==> src/rtl/vic_pkg.sv <==
package vic_pkg;
  localparam int NSRC    = 6;
  localparam int NFLAG   = 8;
  localparam int IDX_W   = $clog2(NSRC);
  localparam int VEC_W   = 16;
  localparam logic [VEC_W-1:0] VEC_BASE   = 16'h0003;
  localparam int               VEC_STRIDE = 8;
  localparam int GLOBAL_EN_BIT = 7;

  typedef logic [IDX_W-1:0] src_idx_t;

  function automatic logic [VEC_W-1:0] vec_of(input src_idx_t idx);
    return VEC_BASE + VEC_W'(idx) * VEC_W'(VEC_STRIDE);
  endfunction

  // Flag clear mask for an entry into source idx
  function automatic logic [NSRC-1:0] clr_of(input src_idx_t idx, input logic [1:0] edge_cfg);
    logic [NSRC-1:0] m;
    m = '0;
    case (idx)
      3'd0: m[0] = edge_cfg[0];
      3'd1: m[1] = 1'b1;
      3'd2: m[2] = edge_cfg[1];
      3'd3: m[3] = 1'b1;
      default: m = '0;
    endcase
    return m;
  endfunction
endpackage

==> src/rtl/vic_pending.sv <==
module vic_pending
  import vic_pkg::*;
(
  input  logic [NFLAG-1:0] src_flag_i,
  input  logic [7:0]       enable_i,
  input  logic [7:0]       prio_i,
  output logic [NSRC-1:0]  pend_hi_o,
  output logic [NSRC-1:0]  pend_lo_o
);
  logic [NSRC-1:0] req;
  logic [NSRC-1:0] pend;

  always_comb begin
    req[0] = src_flag_i[0];
    req[1] = src_flag_i[1];
    req[2] = src_flag_i[2];
    req[3] = src_flag_i[3];
    req[4] = src_flag_i[4] | src_flag_i[5];
    req[5] = src_flag_i[6] | src_flag_i[7];
  end

  generate
    for (genvar k = 0; k < NSRC; k++) begin : g_mask
      assign pend[k] = req[k] & enable_i[k] & enable_i[GLOBAL_EN_BIT];
    end
  endgenerate

  assign pend_hi_o = pend & prio_i[NSRC-1:0];
  assign pend_lo_o = pend & ~prio_i[NSRC-1:0];
endmodule

==> src/rtl/vic_find_first.sv <==
module vic_find_first #(
  parameter int N = 6,
  localparam int IW = (N > 1) ? $clog2(N) : 1
) (
  input  logic [N-1:0]  mask_i,
  output logic          found_o,
  output logic [IW-1:0] idx_o
);
  always_comb begin
    found_o = 1'b0;
    idx_o   = '0;
    for (int i = N - 1; i >= 0; i--) begin
      if (mask_i[i]) begin
        found_o = 1'b1;
        idx_o   = IW'(i);
      end
    end
  end
endmodule

==> src/rtl/vic_state.sv <==
module vic_state
  import vic_pkg::*;
(
  input  logic            clk,
  input  logic            rst_n,
  input  logic            take_i,
  input  logic            take_hi_i,
  input  logic [NSRC-1:0] take_clr_i,
  input  logic            reti_i,
  output logic            svc_hi_o,
  output logic            svc_lo_o,
  output logic            ack_o,
  output logic [NSRC-1:0] clr_o
);
  logic            svc_hi_q, svc_hi_d;
  logic            svc_lo_q, svc_lo_d;
  logic            ack_q, ack_d;
  logic [NSRC-1:0] clr_q, clr_d;

  always_comb begin
    svc_hi_d = svc_hi_q;
    svc_lo_d = svc_lo_q;
    if (take_i) begin
      if (take_hi_i) svc_hi_d = 1'b1;
      else           svc_lo_d = 1'b1;
    end else if (reti_i) begin
      if (svc_hi_q) svc_hi_d = 1'b0;
      else          svc_lo_d = 1'b0;
    end
    ack_d = take_i;
    clr_d = take_i ? take_clr_i : '0;
  end

  always_ff @(posedge clk or negedge rst_n) begin
    if (!rst_n) begin
      svc_hi_q <= 1'b0;
      svc_lo_q <= 1'b0;
      ack_q    <= 1'b0;
      clr_q    <= '0;
    end else begin
      svc_hi_q <= svc_hi_d;
      svc_lo_q <= svc_lo_d;
      ack_q    <= ack_d;
      clr_q    <= clr_d;
    end
  end

  assign svc_hi_o = svc_hi_q;
  assign svc_lo_o = svc_lo_q;
  assign ack_o    = ack_q;
  assign clr_o    = clr_q;
endmodule

==> src/rtl/vic_top.sv <==
module vic_top
  import vic_pkg::*;
(
  input  logic        clk,
  input  logic        rst_n,
  input  logic [7:0]  src_flag_i,
  input  logic [7:0]  enable_i,
  input  logic [7:0]  prio_i,
  input  logic [1:0]  ext_edge_i,
  input  logic        accept_i,
  input  logic        reti_i,
  output logic        irq_valid_o,
  output logic [15:0] vec_o,
  output logic        ack_o,
  output logic [5:0]  clr_o,
  output logic [1:0]  in_svc_o
);
  logic [NSRC-1:0] pend_hi, pend_lo;
  logic            hi_found, lo_found;
  src_idx_t        hi_idx, lo_idx;
  logic            svc_hi, svc_lo;
  logic            sel_valid, sel_hi;
  src_idx_t        sel_idx;
  logic            take;

  vic_pending u_pend (
    .src_flag_i (src_flag_i),
    .enable_i   (enable_i),
    .prio_i     (prio_i),
    .pend_hi_o  (pend_hi),
    .pend_lo_o  (pend_lo)
  );

  vic_find_first #(.N(NSRC)) u_ff_hi (
    .mask_i  (pend_hi),
    .found_o (hi_found),
    .idx_o   (hi_idx)
  );

  vic_find_first #(.N(NSRC)) u_ff_lo (
    .mask_i  (pend_lo),
    .found_o (lo_found),
    .idx_o   (lo_idx)
  );

  // Level gating: high needs no high handler active; low needs none active.
  always_comb begin
    sel_valid = 1'b0;
    sel_hi    = 1'b0;
    sel_idx   = '0;
    if (hi_found && !svc_hi) begin
      sel_valid = 1'b1;
      sel_hi    = 1'b1;
      sel_idx   = hi_idx;
    end else if (lo_found && !svc_hi && !svc_lo) begin
      sel_valid = 1'b1;
      sel_idx   = lo_idx;
    end
  end

  assign irq_valid_o = sel_valid & ~ack_o;
  assign vec_o       = vec_of(sel_idx);
  assign take        = irq_valid_o & accept_i & ~reti_i;

  vic_state u_state (
    .clk        (clk),
    .rst_n      (rst_n),
    .take_i     (take),
    .take_hi_i  (sel_hi),
    .take_clr_i (clr_of(sel_idx, ext_edge_i)),
    .reti_i     (reti_i),
    .svc_hi_o   (svc_hi),
    .svc_lo_o   (svc_lo),
    .ack_o      (ack_o),
    .clr_o      (clr_o)
  );

  assign in_svc_o = {svc_hi, svc_lo};
endmodule

==> config.mk <==
export PLATFORM = sky130hd
export DESIGN_NAME = vic_top
export DESIGN_NICKNAME = d
export VERILOG_FILES = /design/src/rtl/vic_pkg.sv /design/src/rtl/vic_pending.sv /design/src/rtl/vic_find_first.sv /design/src/rtl/vic_state.sv /design/src/rtl/vic_top.sv
export SDC_FILE = /design/constraint.sdc
export NUM_CORES = 1
export LEC_CHECK = 0
export BUFFER_PORTS_ARGS = -buffer_cell sky130_fd_sc_hd__buf_2
export CORE_ASPECT_RATIO = 0.9
export CORE_MARGIN = 3
export CORE_UTILIZATION = 40
export CTS_CLUSTER_SIZE = 25
export DETAILED_ROUTE_END_ITERATION = 12
export PLACE_DENSITY = 0.76
export SETUP_SLACK_MARGIN = 0.05
export SKIP_LAST_GASP = 1
export SYNTH_ARGS = -nofsm -noshare
export SYNTH_HDL_FRONTEND = slang
export SYNTH_SLANG_ARGS = --single-unit
==> constraint.sdc <==
create_clock -name clk -period 2.4 [get_ports clk]
set_input_delay 0.24 -clock clk [delete_from_list [all_inputs] [get_ports clk]]
set_output_delay 0.24 -clock clk [all_outputs]
set_load 0.005 [all_outputs]
==> results of run 1 <==
-- metrics by stage --
step	hold WS [ns]	cell area [um^2]	cells	worst slack (ns)	total power [mW]
after floorplan	-0.05559	837.1	101	0.7123	0.2373
after global placement	0.07883	913.4	144	0.5476	0.2686
after detailed placement	0.08341	913.4	144	0.5360	0.2716
after CTS	0.1592	949.7	149	0.4441	0.3805
after global routing	0.1696	949.7	149	0.3129	0.4082
final	0.1647	949.7	149	0.4438	0.3783
-- logic make-up (layout without fill, tap and decap cells) --
group                  after synthesis  in the layout  share of synthesized area (%)
AOI/OAI and AO/OA                   21             21                          23.49
other                                2             15                         0.9527
and+or+nand+nor                     36             36                          33.81
buffers and inverters               22             46                          19.52
DFF                                  7              7                          22.22
-- synthesized netlist by cell type, types with 2 or more instances --
library cell | instances | area share, %
o211ai_1 | 2 | 1.9
conb_1 | 2 | 0.95
nor2_1 | 5 | 2.4
o21ai_0 | 2 | 1.3
a21oi_1 | 2 | 1.3
o2111ai_1 | 3 | 3.3
nor3_1 | 4 | 2.5
inv_1 | 4 | 1.9
nand2_1 | 5 | 2.4
a31oi_1 | 2 | 1.6
and2_1 | 2 | 1.6
nand4_1 | 4 | 3.2
buf_4 | 17 | 16
and4_1 | 2 | 2.2
dfrtp_1 | 7 | 22
a2bb2oi_1 | 2 | 2.2
-- what timing repair did --
| item | 4_1_cts | 5_1_grt |
|---|---|---|
| endpoints found under the hold margin | 7 | 0 |
| hold buffers | 1 | 0 |
| endpoints found under the setup margin | 0 | 0 |
-- critical path: cells and delay by family, from the launching register on --
| family | cells | cell delay, ns |
|---|---|---|
| and+or+nand+nor | 3 | 0.79 |
| buffers and inverters | 1 | 0.14 |
| DFF | 1 | 0.44 |
| AOI/OAI and AO/OA | 1 | 0.10 |
-- final cells by class --
class	count	share of cell area, %
multi-input cells	72	53.49
repair buffers	38	20.55
flip-flops and latches	7	18.45
well taps	24	3.162
clock buffers	4	2.767
inverters	4	1.581
-- worst paths after layout --
check / from / end / slack [ns] / cells after the start
min: reti_i / u_state.svc_hi_o / 0.16 / 2
max reg2reg: u_state.svc_hi_o / u_state.clr_o[0] / 0.58 / 3
min reg2reg: u_state.ack_o / u_state.svc_hi_o / 0.62 / 3
max in group asynchronous: rst_n / u_state.clr_o[3] / 1.89 / 2
max: u_state.svc_lo_o / vec_o[5] / 0.44 / 5
min in group asynchronous: rst_n / u_state.clr_o[2] / 0.35 / 2
-- state kept, by name, summed over array words and instances (netlist names) --
signal,cells
u_state.clr_o,4
u_state.ack_o,1
u_state.svc_hi_o,1
u_state.svc_lo_o,1
-- layer usage --
layer | vias to the layer above | global-route usage, % | part of all wire [%]
li1 | 384 | - | -
met1 | 353 | 18.11 | 43
met2 | 42 | 20.79 | 46
met3 | 0 | 4.587 | 11
met4 | 0 | 3.061 | 0
met5 | - | 0 | 0
-- where the power goes --
part	leakage, nW	internal (mW)	switching (mW)
clock network	0.0150	0.0634	0.0426
logic	0.394	0.0671	0.0760
registers	0.0963	0.123	0.00596
==> impl_metrics.yaml, run 1 <==
outcome:
  status: "complete, no violations"
synth:
  syn-instance-count: 88
  syn_area_per_cell_um2: 8.957
  yosysSeqAreaShare_pct: 22.22
  synth_edf_count: 0
  synthArstFlopShare_pct: 100.0
  synth_area_um2: 788.3
  ys_ff_latch: 7
  synth_cell_types: 39
  synth_ff_type: "dfrtp_1"
  yosysWarnings: 0
timing:
  drv_slew: 0
  setup_viol: 0
  rsz0062_at_grt: "false"
  clock_skew_ns: 0.006654
  finalHoldViolCount: 0
  max_freq_mhz: 511.2
  fin_crit_ns: 1.956
  setup_tns_ns: 0
  finalCritPeriodShare_pct: 81.51
min_path:
  min_path_type: "input pin to flip-flop"
floorplan:
  rows: 14
  fp.dieArea_mm2: 0.002540
  boundaryPins: 56
  die_h_um: 48.12
  start_util_pct: 44.55
  core-area_mm2: 0.001769
  die_w_um: 52.80
run:
  cap_violations: 0
setup_path:
  slowest_delay_ns: 0.60
  worst_setup_path_start_kind: "flip-flop"
  crit_chain: "or4_4 -> nor2_1 -> nand3_1 -> o21ai_0 -> buf_2"
  cpMaxStageDelayCell: "or4_4"
  crit_path_max_fanout: 6
  endpoint_kind: "output port"
  setup.worst_path.class: "flip-flop to output port"
  cp.required_ns: 2.16
  critPathArrivalTime_ns: 1.72
place:
  dp_hpwl_um: 1484
  place_congestion: 0.7907
  io_buffers: 37
clocking:
  htreeDepth: 1
  path_clk_slew_ns: 0.05
  clock_sinks: 7
  cts_resized: 0
  clock_latency_ns: 0.25
  max-clock-path-buffers: 2
  clk_root_buffer_cell: "clkbuf_4"
  cts_tree: "yes"
  cts_setup_buffers: 0
  cts_buffers: 3
cells_and_area:
  seqCellArea_um2: 175.2
  areaGrowthSynthToFinish_pct: 20.48
  fillers: 174
  layout_common_cells: "37 x buf_2, 15 x conb_1, 7 x dfrtp_1"
  layout-drive-gt1-share_pct: 40.80
  layout_commonest_cell: "buf_2"
  diodes: 0
  nNetsFinal: 156
  final_util_pct: 53.68
  multi_input_area_um2: 508.0
route:
  dr_total_vias: 779
  avgRoutedWirePerCell_um: 11.97
  wl_um: 1784
  dr.pass1.iters: 4
  route.detailed.drc: 0
  vias_per_cell: 5.228
  postRouteAntennaNets: 0
  drtIter0Drc: 25
pwr:
  power.density_mw_per_mm2: 398.3
  power.leakage_nw: 0.5049
  vdd_drop_max_uv: 288.9
grt:
  grtUsageTotal_pct: 13.39
  antenna_found_initial: 0
  grt-ovfl-total: 0
  grt_pass1_vias: 609
  grt_start_max_net_pins: 17
  grt_pass1_wl_um: 2539
Note: power is estimated with default switching activity, not from simulation.
==> run 2: changes to the inputs <==
- CORE_UTILIZATION: 40 -> 36
- PLACE_DENSITY: 0.76 -> 0.72
- clock period: 2.4 -> 1.65 ns (I/O delays scaled with it)
==> impl_metrics.yaml, run 2 (synthesized netlist as in run 1, its figures left out) <==
outcome:
  status: "finished with violations"
  failed_checks: "setup timing"
setup_path:
  setup.worst_path.class: "flip-flop to output port"
  crit_path_max_fanout: 3
  endpoint_kind: "output port"
  worst_setup_path_start_kind: "flip-flop"
  critPathArrivalTime_ns: 1.64
  cp.required_ns: 1.48
timing:
  drv_slew: 0
  holdWs_ns: 0.1071
  finalCritPeriodShare_pct: 109.3
  setup_viol: 4
  rsz0062_at_grt: "true"
  fin_crit_ns: 1.803
  setup_tns_ns: -0.3667
  clock_skew_ns: 0.005393
  layout_setup_ws_ns: -0.1533
  max_freq_mhz: 554.6
  finalHoldViolCount: 0
clocking:
  clock_sinks: 7
  clock_latency_ns: 0.25
  max-clock-path-buffers: 2
  clk_root_buffer_cell: "clkbuf_4"
  cts_buffers: 3
  cts_tree: "yes"
  htreeDepth: 1
  path_clk_slew_ns: 0.05
pwr:
  power.density_mw_per_mm2: 536.8
  total_power_mw: 0.6320
  vdd_drop_max_uv: 486.7
  power.leakage_nw: 0.6164
cells_and_area:
  layout_common_cells: "36 x buf_2, 18 x buf_4, 15 x conb_1"
  diodes: 0
  design_area_mm2: 0.001177
  layout_commonest_cell: "buf_2"
  layout-drive-gt1-share_pct: 55.24
  largest_reg_flops: 4
  fillers: 184
  nNetsFinal: 174
  areaGrowthSynthToFinish_pct: 49.37
grt:
  grt-ovfl-total: 0
  grt_start_max_net_pins: 16
  grt_pass1_wl_um: 3008
  grtUsageTotal_pct: 13.45
  grt_pass1_vias: 710
  antenna_found_initial: 0
place:
  place_congestion: 0.8243
  dp_hpwl_um: 1618
  io_buffers: 37
  place_area_um2: 993.5
  pre_cts_ws_ns: -0.1269
floorplan:
  die_w_um: 55.33
  rows: 15
  fp.dieArea_mm2: 0.002788
  boundaryPins: 56
  start_util_pct: 39.62
  core-area_mm2: 0.001989
  die_h_um: 50.39
route:
  drtIter0Drc: 10
  postRouteAntennaNets: 0
  avgRoutedWirePerCell_um: 12.15
  dr_total_vias: 868
  dr.pass1.iters: 4
  wl_um: 2041
  vias_per_cell: 5.167
  route.detailed.drc: 0
min_path:
  min_path_type: "input pin to flip-flop"
run:
  cap_violations: 0
## run 2: cell types whose count changed in the layout (fill, tap and decap cells not counted), moves of 2 or more
cell / previous run / this run
nor3_2: 0 / 2
nor2_1: 5 / 3
buf_4: 0 / 18
nor3_1: 4 / 2
## run 2: power breakdown
part | switching (mW) | total (mW) | internal, mW
clock network | 0.0573 | 0.149 | 0.0919
registers | 0.00582 | 0.185 | 0.179
logic | 0.145 | 0.298 | 0.153
## run 2: per-layer routing
layer  track usage [%]  wire length, um  share of wire, %  up-vias
met2             23.23             1005                49       36
met1             16.33              881                43      413
li1                  -                -                 -      419
met3             5.398              154               7.5        0
met4             1.215                0                 0        0
met5                 0                0                 0        -
## run 2: worst paths after layout
kind,from,end,slack [ns],depth (start not counted)
max,u_state.svc_lo_o,vec_o[4],-0.15,3
min,reti_i,u_state.svc_hi_o,0.11,2
max reg2reg,u_state.svc_lo_o,u_state.clr_o[2],-0.10,5
min reg2reg,u_state.ack_o,u_state.ack_o,0.66,2
max in group asynchronous,rst_n,u_state.clr_o[3],1.22,2
min in group asynchronous,rst_n,u_state.ack_o,0.27,2
## run 2: metrics by stage
| stage | cells | utilization (%) |
|---|---|---|
| floorplan | 101 | - |
| global route | 168 | 59.18 |
| finish | 168 | 59.18 |
| global placement | 155 | 49.94 |
| detailed placement | 155 | 49.94 |
| CTS | 162 | 53.65 |
## run 2: repair_timing
action	4_1_cts	5_1_grt
endpoints found under the setup margin	6	7
hold endpoints to repair	7	0
buffers inserted	2	6
pin swaps	3	6
resized for setup	4	14
hold buffers	1	0
## run 2: cell type report
type                            instances  area (um^2)  share of cell area, %
Multi-Input combinational cell         72        593.1                  50.37
Timing Repair Buffer                   56        336.6                  28.59
Sequential cell                         7        175.2                  14.88
Tap cell                               25        31.28                  2.657
Clock buffer                            4        26.28                  2.232
Inverter                                4        15.01                  1.275
## run 2: worst max-delay path: stages (launching register included)
cell and delay [ns]:
dfrtp_1 0.38, or4_4 0.58, o41ai_4 0.26, buf_2 0.17
